$ cat src/rtl/iir2_pkg.sv
package iir2_pkg;
  // Scale of the fixed gains: each gain is an integer times 2^-FRAC_SHIFT
  localparam int unsigned FRAC_SHIFT = 8;
  // Gains on the previous input, previous output and output two samples back
  localparam int GAIN_X1 = -14;
  localparam int GAIN_Y1 = 13;
  localparam int GAIN_Y2 = -231;
  // Number of past values kept per history line
  localparam int unsigned HIST_DEPTH = 2;
endpackage

$ cat src/rtl/iir2_hist.sv
module iir2_hist #(
  parameter int W     = 16,
  parameter int DEPTH = 2
) (
  input  logic                      clk,
  input  logic                      rst_n,
  input  logic                      shift_en,
  input  logic [W-1:0]              d,
  output logic [DEPTH-1:0][W-1:0]   taps
);

  logic [DEPTH-1:0][W-1:0] taps_d;

  for (genvar s = 0; s < DEPTH; s++) begin : g_stage
    if (s == 0) begin : g_head
      always_comb taps_d[s] = shift_en ? d : taps[s];
    end else begin : g_body
      always_comb taps_d[s] = shift_en ? taps[s-1] : taps[s];
    end
  end

  always_ff @(posedge clk or negedge rst_n) begin
    if (!rst_n) taps <= '0;
    else        taps <= taps_d;
  end

endmodule

$ cat src/rtl/iir2_mac.sv
module iir2_mac
  import iir2_pkg::*;
#(
  parameter int SAMPLE_W = 16,
  parameter int ACC_W    = 26
) (
  input  logic signed [SAMPLE_W-1:0] x1,
  input  logic signed [SAMPLE_W-1:0] y1,
  input  logic signed [SAMPLE_W-1:0] y2,
  output logic signed [ACC_W-1:0]    acc_shr
);

  localparam logic signed [ACC_W-1:0] K_X1 = ACC_W'(GAIN_X1);
  localparam logic signed [ACC_W-1:0] K_Y1 = ACC_W'(GAIN_Y1);
  localparam logic signed [ACC_W-1:0] K_Y2 = ACC_W'(GAIN_Y2);

  logic signed [ACC_W-1:0] p_x1, p_y1, p_y2, acc;

  always_comb begin
    p_x1    = ACC_W'(x1) * K_X1;
    p_y1    = ACC_W'(y1) * K_Y1;
    p_y2    = ACC_W'(y2) * K_Y2;
    // full-width sum first, single scaling step afterwards
    acc     = p_x1 + p_y1 + p_y2;
    acc_shr = acc >>> FRAC_SHIFT;
  end

endmodule

$ cat src/rtl/iir2_sat.sv
module iir2_sat #(
  parameter int IN_W  = 26,
  parameter int OUT_W = 16
) (
  input  logic signed [IN_W-1:0]  v,
  output logic signed [OUT_W-1:0] q
);

  localparam int EXT = IN_W - OUT_W + 1;
  localparam logic signed [IN_W-1:0] HI = {{EXT{1'b0}}, {(OUT_W-1){1'b1}}};
  localparam logic signed [IN_W-1:0] LO = {{EXT{1'b1}}, {(OUT_W-1){1'b0}}};

  always_comb begin
    if (v > HI)      q = HI[OUT_W-1:0];
    else if (v < LO) q = LO[OUT_W-1:0];
    else             q = v[OUT_W-1:0];
  end

endmodule

$ cat src/rtl/iir2_filter.sv
module iir2_filter
  import iir2_pkg::*;
#(
  parameter int SAMPLE_W  = 16,
  parameter int ACC_GUARD = 10
) (
  input  logic                       clk,
  input  logic                       rst_n,
  input  logic                       in_valid,
  input  logic signed [SAMPLE_W-1:0] in_data,
  output logic                       out_valid,
  output logic signed [SAMPLE_W-1:0] out_data
);

  localparam int ACC_W = SAMPLE_W + ACC_GUARD;

  // reset: asserted at once, released after two clock edges
  logic [1:0] rst_pipe;
  logic       rst_q;

  always_ff @(posedge clk or negedge rst_n) begin
    if (!rst_n) rst_pipe <= '0;
    else        rst_pipe <= {rst_pipe[0], 1'b1};
  end
  assign rst_q = rst_pipe[1];

  // history lines
  logic [HIST_DEPTH-1:0][SAMPLE_W-1:0] x_taps, y_taps;
  logic signed [SAMPLE_W-1:0]          y_sat;

  iir2_hist #(.W(SAMPLE_W), .DEPTH(HIST_DEPTH)) u_xhist (
    .clk      (clk),
    .rst_n    (rst_q),
    .shift_en (in_valid),
    .d        (in_data),
    .taps     (x_taps)
  );

  iir2_hist #(.W(SAMPLE_W), .DEPTH(HIST_DEPTH)) u_yhist (
    .clk      (clk),
    .rst_n    (rst_q),
    .shift_en (in_valid),
    .d        (y_sat),
    .taps     (y_taps)
  );

  // weighted history sum
  logic signed [ACC_W-1:0] acc_shr, sum_full;

  iir2_mac #(.SAMPLE_W(SAMPLE_W), .ACC_W(ACC_W)) u_mac (
    .x1      ($signed(x_taps[0])),
    .y1      ($signed(y_taps[0])),
    .y2      ($signed(y_taps[1])),
    .acc_shr (acc_shr)
  );

  // unity-weight terms join after the scaling
  always_comb
    sum_full = ACC_W'(in_data) + ACC_W'($signed(x_taps[1])) + acc_shr;

  iir2_sat #(.IN_W(ACC_W), .OUT_W(SAMPLE_W)) u_sat (
    .v (sum_full),
    .q (y_sat)
  );

  // output register
  logic                       out_valid_d;
  logic signed [SAMPLE_W-1:0] out_data_d;

  always_comb begin
    out_valid_d = in_valid;
    out_data_d  = in_valid ? y_sat : out_data;
  end

  always_ff @(posedge clk or negedge rst_q) begin
    if (!rst_q) begin
      out_valid <= 1'b0;
      out_data  <= '0;
    end else begin
      out_valid <= out_valid_d;
      out_data  <= out_data_d;
    end
  end

endmodule

$ cat config.mk
export PLATFORM = sky130hd
export DESIGN_NAME = iir2_filter
export DESIGN_NICKNAME = d
export VERILOG_FILES = /design/src/rtl/iir2_pkg.sv /design/src/rtl/iir2_hist.sv /design/src/rtl/iir2_mac.sv /design/src/rtl/iir2_sat.sv /design/src/rtl/iir2_filter.sv
export SDC_FILE = /design/constraint.sdc
export NUM_CORES = 1
export LEC_CHECK = 0
export CORE_ASPECT_RATIO = 1.25
export CORE_MARGIN = 5
export CORE_UTILIZATION = 23
export CTS_BUF_LIST = sky130_fd_sc_hd__clkbuf_4
export CTS_CLUSTER_SIZE = 28
export DETAILED_ROUTE_END_ITERATION = 10
export DONT_BUFFER_PORTS = 1
export SYNTH_ARGS = -nofsm -noshare
export SYNTH_HDL_FRONTEND = slang
export SYNTH_HIERARCHICAL = 1
export SYNTH_SLANG_ARGS = --single-unit
$ cat constraint.sdc
create_clock -name clk -period 4.6 [get_ports clk]
set_input_delay 1.15 -clock clk [delete_from_list [all_inputs] [get_ports clk]]
set_output_delay 1.15 -clock clk [all_outputs]
set_load 0.01 [all_outputs]
[Word level (Yosys, flattened, before mapping)]
Index checks and enable logic that the tools add are counted.
Operators by class
  add/subtract/negate cells: 4
  multipliers: 3
  order comparisons: 2
  multiplexer cells: 2
Operators with widths (number)
  two-way mux 16 bit: 2
  adder 26 x 25 -> 26 bit: 1
  adder 26 bit: 1
  multiplier 16 x 9 -> 25 bit (second input constant): 1
  multiplier 16 x 5 -> 21 bit (second input constant): 1
  multiplier 16 x 4 -> 20 bit (second input constant): 1
  adder 17 x 18 -> 19 bit: 1
  > comparator 19 x 16 -> 1 bit (second input constant): 1
  < comparator 19 x 16 -> 1 bit (second input constant): 1
  adder 16 x 16 -> 17 bit: 1
Word-level totals
  flip-flop bits (word level): 67
  input bits: 19
  output and inout port bits: 17
  logic and storage cells: 17

[Logic depth before layout (Yosys ltp)]
Gate-level depths: netlist (run 1).
  word-level depth: 7
  depth in mapped cells: 40
  mapped depth without buffers: 36

[Cells and area by module]
Netlist (run 1), hierarchy kept.
Modules (own cells, without submodules)
  iir2_mac: instances 1, cells an instance 745, area an instance 6615.1 µm², sequential area each 0.0 µm²
  iir2_hist: instances 2, cells an instance 68, area an instance 1345.0 µm², sequential area each 800.8 µm²
  iir2_filter: instances 1, cells an instance 237, area an instance 2507.4 µm², sequential area each 475.5 µm²
  iir2_sat: instances 1, cells an instance 47, area an instance 327.8 µm², sequential area each 0.0 µm²

[Worst setup path after synthesis (run 1)]
Ideal clock, no wire load.
  kind: register to register
  from: reg u_yhist/taps[21] in the netlist's numbering
  to: reg out_data[14]
  setup time: 125 ps
  arrival: 9052 ps
  required time: 4475 ps
  slack: -4576 ps
  cell stages (with the launch flop): 37
  buffers on the path: 4
  period minus slack after synthesis: 9176 ps
  cells stage by stage: dfrtp_1 > ha_1 > fa_1 > inv_1 > fa_1 > inv_1 > fa_1 > ha_1 > ha_1 > o21a_1 > o31a_1 > a41o_1 > o31ai_1 > a21boi_0 > fa_1 > ha_1 > clkbuf_1 > nand2_1 > o21ai_0 > a21oi_1 > o21ai_0 > o41ai_1 > xnor2_1 > buf_4 > fa_1 > ha_1 > clkbuf_1 > nand3_1 > or2_2 > o221ai_2 > a21oi_2 > xnor2_1 > nor4_1 > nand3_1 > buf_6 > a2bb2oi_1 > mux2_2
On the way
  word-level cells in the longest chain between the ends: 6
  elaborated cells on any way between the ends: 7
  classes of those cells: 2 x add/sub; 1 x mul; 2 x order compare; 2 x mux
Ends and longest elaborated chain
  start: declaration: line iir2_hist.sv:9  | output logic [DEPTH-1:0][W-1:0] taps
  start signal: assignment: line iir2_hist.sv:24  | else taps <= taps_d;
  multiplier 16 x 9 -> 25 bit (*): line iir2_mac.sv:22  | p_y2 = ACC_W'(y2) * K_Y2;
  adder 26 x 25 -> 26 bit (*): line iir2_mac.sv:24  | acc = p_x1 + p_y1 + p_y2;
  net acc_shr[17]: line iir2_filter.sv:48  | logic signed [ACC_W-1:0] acc_shr, sum_full;
  adder 17 x 18 -> 19 bit (*): line iir2_filter.sv:59  | sum_full = ACC_W'(in_data) + ACC_W'($signed(x_taps[1])) + acc_shr;
  net sum_full[23]: line iir2_filter.sv:48
  < comparator 19 x 16 -> 1 bit: line iir2_sat.sv:15  | else if (v < LO) q = LO[OUT_W-1:0];
  two-way mux 16 bit: line iir2_sat.sv:15
  two-way mux 16 bit (*): line iir2_sat.sv:14  | if (v > HI) q = HI[OUT_W-1:0];
  net y_sat[14]: line iir2_filter.sv:29  | logic signed [SAMPLE_W-1:0] y_sat;
  end signal: assignment: line iir2_filter.sv:81  | out_data <= out_data_d;
  end: declaration: line iir2_filter.sv:12  | output logic signed [SAMPLE_W-1:0] out_data
The timed path passes the listed nets; every way through them passes the cells marked *.
A chain may end at the register's enable or synchronous reset.

[Final worst setup path (run 1)]
  from: reg u_yhist/taps[21] in the netlist's numbering
  to: reg out_data[10]
Same word-level chain as after synthesis.

==> results of run 1 <==
Yosys cell counts, drive strengths merged, types with 10 or more instances:
cell / instances / area (um^2)
clkbuf: 11 / 42.5
ha: 222 / 2780
a21o: 26 / 195
nand4: 24 / 156
buf: 27 / 267
nor2: 36 / 135
mux2: 80 / 1130
nand3: 17 / 85.1
xor2: 26 / 228
nand2: 35 / 131
dfrtp: 83 / 2080
nor3: 10 / 50.1
o21ai: 38 / 194
nor2b: 11 / 68.8
a31oi: 12 / 87.6
fa: 96 / 1920
a2bb2oi: 15 / 131
inv: 152 / 571
a21oi: 71 / 374
xnor2: 58 / 508
layout by cell type (no fill, tap or decap), types with 4 or more instances in the layout:
master and n:
o21ai_0 25, buf_6 9, buf_4 325, ha_4 19, a211oi_2 4, a2bb2oi_4 5, xnor2_1 54, o21ai_1 7
o21a_1 7, o21ai_2 6, and4_1 4, a21o_1 26, a2bb2oi_2 8, xor2_1 21, o211ai_1 4, a31oi_1 9
nand2_1 33, a21oi_1 51, nand3_1 14, nand4_1 23, clkbuf_4 11, nor2_1 33, mux2_4 77, dfrtp_1 82
and3_1 6, fa_1 95, a21oi_2 16, o21bai_1 7, a21oi_4 4, nor3_1 10, xor2_2 4, inv_1 149
o211ai_2 5, ha_1 200, nor2b_1 11
per-layer routing:
metal | global-route usage [%] | share of wire (%)
met3 | 1.85 | 2.3
met1 | 12.8 | 41
met2 | 21.7 | 54
met5 | 0 | 0
met4 | 3.95 | 3.3
worst reg2reg max path, delay by kind of cell (launching register included):
kind / cells / cell delay (ps)
AND/OR/NAND/NOR: 5 / 850
multiplexers: 1 / 250
buffers and inverters: 10 / 1180
flip-flops: 1 / 410
AO/OA/AOI/OAI: 12 / 2120
adder cells (fa/ha/maj): 10 / 3740
XOR/XNOR: 3 / 420
worst min path at each step:
stage,from,to,slack (ps),cells past startpoint
after global placement,rst_pipe[0],rst_pipe[1],330,0
after CTS,rst_n,rst_pipe[1],200,0
after floorplan,rst_pipe[0],rst_pipe[1],330,0
after detailed placement,rst_pipe[0],rst_pipe[1],340,0
final,rst_n,rst_pipe[1],270,0
after global routing,rst_n,rst_pipe[1],190,0
state kept, by name, indices dropped and copies added (netlist names):
signal,count
u_yhist/taps,32
u_xhist/taps,32
out_data,16
rst_pipe,2
out_valid,1
kinds of logic after synthesis:
| family | count (synthesis) |
|---|---|
| and+or+nand+nor | 173 |
| DFF | 83 |
| other | 1 |
| muxes | 80 |
| buffers and inverters | 190 |
| AOI/OAI and AO/OA | 236 |
| adders and majority gates | 318 |
| xor gates and xnor gates | 84 |
per-stage QoR:
stage | std cells | hold slack [ps]
finish | 2153 | 268
global route | 2153 | 190
CTS | 2151 | 200
detailed placement | 2127 | 337
global placement | 2127 | 333
floorplan | 1165 | 331
area by class of cell:
cell class / instances / area share (%)
Antenna cell: 1 / 0.0153
Clock buffer: 11 / 0.506
Clock inverter: 5 / 0.522
Inverter: 152 / 3.50
Multi-Input combinational cell: 892 / 61.6
Sequential cell: 83 / 12.8
Tap cell: 672 / 5.16
Timing Repair Buffer: 337 / 15.9
timing repair:
action / CTS / global route
setup endpoints to repair: 32 / 32
gates cloned: 1 / 0
setup buffers: 9 / 5
pin swaps: 39 / 27
gates resized for setup: 66 / 49
==> results.json, run 1 <==
{
  "clockRootBuffer": "clkbuf_4",
  "maxSlewViolCount": 0,
  "vias": 9701,
  "critPathBufInv": 10,
  "synth_top_family_by_area": "adder cells",
  "rsz0062_at_grt": "true",
  "gp_congestion": 0.900,
  "start_util_pct": 23.1,
  "cts_buffer_depth": 2,
  "min_path_type": "in -> async",
  "r2r_cells": 41,
  "synth_xor_area_share_pct": 6.06,
  "end_kind": "register",
  "n_fill_cell": 5392,
  "drive_above_1_share_pct": 38.1,
  "synth_cells": 1165,
  "multi_input_area_mm2": 0.0100,
  "path_clk_slew_ps": 170,
  "synthFlopType": "dfrtp_1",
  "grt.total_usage_pct": 11.4,
  "synthDistinctLibCells": 75,
  "cp_top_family": "adder cells",
  "place_ws_ps": -4520,
  "yosys.area_share.adder_pct": 38.7,
  "syn_avg_cell_area_um2": 10.4,
  "io_pins": 36,
  "nets": 1812,
  "clk-insertion-delay-late_ps": 560,
  "fin_skew_ps": 31.6,
  "yosys.area_share.simple_pct": 7.50,
  "wl_um": 32500,
  "setup_violations": 32,
  "critPathMaxFanout": 6,
  "cp-endpoint": "out_data[10]",
  "relSlewSlack_pct": 54.8,
  "hold_buffers": 0,
  "status": "finished, violations left",
  "synth-edff-count": 0,
  "crit_arrival_ps": 9530,
  "coreArea_mm2": 0.0525,
  "grt_pass1_wl_um": 53100,
  "setup_slack_ps": -4480,
  "via_per_inst": 4.51,
  "area_growth_syn_to_layout_pct": 34.3,
  "drv_cap": 0,
  "grt-ovfl-total": 0,
  "seqCellArea_mm2": 0.00208,
  "grt_pass1_vias": 10672,
  "numCtsBuffers": 9,
  "fmax_mhz": 110,
  "synthArstFlopShare_pct": 100,
  "die_w_um": 215,
  "critPathMostFrequentCell": "fa_1",
  "port_buffers": 0,
  "place_hpwl_um": 26500,
  "design_area_mm2": 0.0163,
  "placed_area_mm2": 0.0154,
  "tightest_slew_ps": 679,
  "fin_crit_ps": 9080,
  "synth_nets": 1502,
  "cp.required_ps": 5040,
  "path_depth": 41,
  "post_drt_wl_per_cell_um": 15.1,
  "htree_num_levels": 3,
  "crit_path_start": "u_yhist/taps[21]",
  "antenna_found_initial": 1,
  "finalSetupTns_ps": -141220,
  "synth_mux_area_share_pct": 9.28,
  "drc": 0,
  "finalHoldViolCount": 0,
  "drt_pass1_iterations": 6,
  "timing.final.crit_share_pct": 197,
  "ys_ff_latch": 83,
  "rrSetupSlack_ps": -4480,
  "clock-sinks": 83,
  "r2r-end": "out_data[10]",
  "synth-compound-area-share_pct": 14.1,
  "ys_warn_count": 6,
  "synth_area_mm2": 0.0121,
  "grt_max_degree": 82,
  "postLayoutCoreUtil_pct": 31.1,
  "yosysSeqAreaShare_pct": 17.1,
  "drt_iter0_drc": 279,
  "worstSetupStartpointType": "register",
  "fp-row-count": 94,
  "worst_path_max_delay_cell": "fa_1",
  "violations": "setup timing",
  "drtAntennaViolNets": 0,
  "die_area_mm2": 0.0575,
  "path_class": "reg -> reg",
  "die_height_um": 267,
  "critical_path.max_stage_delay_ps": 500,
  "cts_tree": "built",
  "worstReg2RegStart": "u_yhist/taps[21]"
}
Power of run 1 is not shown: default switching activity piles up to over one toggle a cycle in this logic, so the estimate is an artifact.
==> run 2: changes to the inputs <==
--- a/config.mk
+++ b/config.mk
@@ -5,13 +5,16 @@
 export SDC_FILE = /design/constraint.sdc
 export NUM_CORES = 1
 export LEC_CHECK = 0
+export BUFFER_PORTS_ARGS = -buffer_cell sky130_fd_sc_hd__buf_2
+export CELL_PAD_IN_SITES_DETAIL_PLACEMENT = 1
+export CELL_PAD_IN_SITES_GLOBAL_PLACEMENT = 1
 export CORE_ASPECT_RATIO = 1.25
 export CORE_MARGIN = 5
 export CORE_UTILIZATION = 23
 export CTS_BUF_LIST = sky130_fd_sc_hd__clkbuf_4
 export CTS_CLUSTER_SIZE = 28
 export DETAILED_ROUTE_END_ITERATION = 10
-export DONT_BUFFER_PORTS = 1
+export PLACE_DENSITY_LB_ADDON = 0.1
 export SYNTH_ARGS = -nofsm -noshare
 export SYNTH_HDL_FRONTEND = slang
 export SYNTH_HIERARCHICAL = 1
==> run 2 against run 1 <==
Effect of this change: the run still ends with setup timing left; via count up 1.7%; die area stayed put; sequential cell count did not move; fmax grew 1.4%; clock-buffer cell count fell by 2; final area rose by 1.9%; clock skew grew 15 ps; critical path depth shrank 4; first-iteration DRC count is 44% lower; cell count up 2.8%; register-to-register slack gained 130 ps; setup slack gained 130 ps.
==> results.json, run 2 (synthesis gave the netlist of run 1 again) <==
{
  "status": "finished, violations left",
  "violations": "setup timing",
  "hold_slack_ps": 301,
  "dp_cells": 2178,
  "layout_common_cells": "buf_4, ha_1, inv_1",
  "coreArea_mm2": 0.0525,
  "die_w_um": 215,
  "critical_path.max_stage_delay_ps": 520,
  "rsz0062_at_grt": "true",
  "start_util_pct": 23.1,
  "cts_tree": "built",
  "layout_commonest_cell": "buf_4",
  "die_height_um": 267,
  "htree_num_levels": 3,
  "top_regs": "u_xhist/taps: 32 flops, u_yhist/taps: 32 flops, out_data: 16 flops",
  "path_clk_slew_ps": 220,
  "drt_iter0_drc": 156,
  "via_per_inst": 4.46,
  "place_hpwl_um": 32600,
  "drc": 0,
  "postLayoutCoreUtil_pct": 31.7,
  "finalHoldViolCount": 0,
  "drtAntennaViolNets": 0,
  "multi_input_area_mm2": 0.00992,
  "antenna_found_initial": 1,
  "fmax_mhz": 112,
  "maxSlewViolCount": 0,
  "grt_max_degree": 53,
  "port_buffers": 35,
  "setup_violations": 32,
  "end_kind": "register",
  "critPathMaxFanout": 15,
  "gp_congestion": 0.755,
  "hold_buffers": 0,
  "worstSetupStartpointType": "register",
  "fin_skew_ps": 46.2,
  "setup_slack_ps": -4360,
  "relSlewSlack_pct": 47.5,
  "cp.required_ps": 5060,
  "drt_pass1_iterations": 4,
  "clock-sinks": 83,
  "grt_pass1_wl_um": 60600,
  "die_area_mm2": 0.0575,
  "io_pins": 36,
  "drv_cap": 0,
  "seqCellArea_mm2": 0.00208,
  "grt.total_usage_pct": 13.5,
  "timing.final.crit_share_pct": 195,
  "fin_cells": 2213,
  "wl_um": 38200,
  "area_growth_syn_to_layout_pct": 36.9,
  "clk-insertion-delay-late_ps": 590,
  "grt-ovfl-total": 0,
  "cts_buffer_depth": 2,
  "grt_pass1_vias": 11345,
  "clockRootBuffer": "clkbuf_4",
  "min_path_type": "in -> async",
  "n_fill_cell": 6001,
  "crit_arrival_ps": 9420,
  "post_drt_wl_per_cell_um": 17.3,
  "drive_above_1_share_pct": 40.7,
  "fin_crit_ps": 8960,
  "fp-row-count": 94,
  "tightest_slew_ps": 788,
  "path_class": "reg -> reg",
  "numCtsBuffers": 9,
  "nets": 1872,
  "worst_path_max_delay_cell": "fa_2",
  "vias": 9864
}
## run 2: per-stage QoR
step,setup slack [ps],instance area (um^2),setup TNS (ps)
2_1_floorplan,-3890,12400,-122140
3_3_place_gp,-4720,15700,-150160
3_5_place_dp,-4810,15700,-152790
4_1_cts,-4470,16300,-142080
5_1_grt,-4710,16600,-149620
6_report,-4360,16600,-138330
## run 2: layer usage
layer  part of all wire (%)  GRT usage (%)
met5                      0              0
met4                    1.9           3.53
met3                    1.3           1.23
met2                     54           26.0
met1                     43           15.9
## run 2: final timing paths
path | start | endpoint | slack (ps) | cells after the start
min in group clk | rst_pipe[0] | rst_pipe[1] | 390 | 0
min reg2reg | rst_pipe[0] | rst_pipe[1] | 390 | 0
max in group asynchronous | rst_pipe[1] | u_xhist/taps[27] | 3190 | 1
min | rst_n | rst_pipe[1] | 300 | 1
max reg2reg | u_yhist/taps[22] | u_yhist/taps[9] | -4360 | 37
max | u_yhist/taps[22] | u_yhist/taps[9] | -4360 | 37
## run 2: worst max-delay path: cells and delay by family (launching register included)
kind,cells,cell delay (ps)
xor+xnor,2,450
fa+ha+maj,10,3860
buf+inv,4,450
compound gates,13,2110
simple gates,7,1230
flops,1,430
mux,1,260
## run 2: cell type report
| class | count | share of cell area (%) |
|---|---|---|
| antenna | 1 | 0.0151 |
| tap | 672 | 5.06 |
| timing repair buffer | 397 | 18.4 |
| inverter | 152 | 3.43 |
| multi-input combinational | 892 | 59.7 |
| sequential | 83 | 12.5 |
| clock inverter | 7 | 0.474 |
| clock buffer | 9 | 0.407 |
## run 2: repair_timing
item                                    4_1_cts  5_1_grt
hold endpoints to repair                      0        0
endpoints found under the setup margin       32       32
cloned                                        1        1
pin swaps                                    26       26
resized for setup                            58       41
buffers inserted                             13        4
Power of run 2 is left out for the same reason.
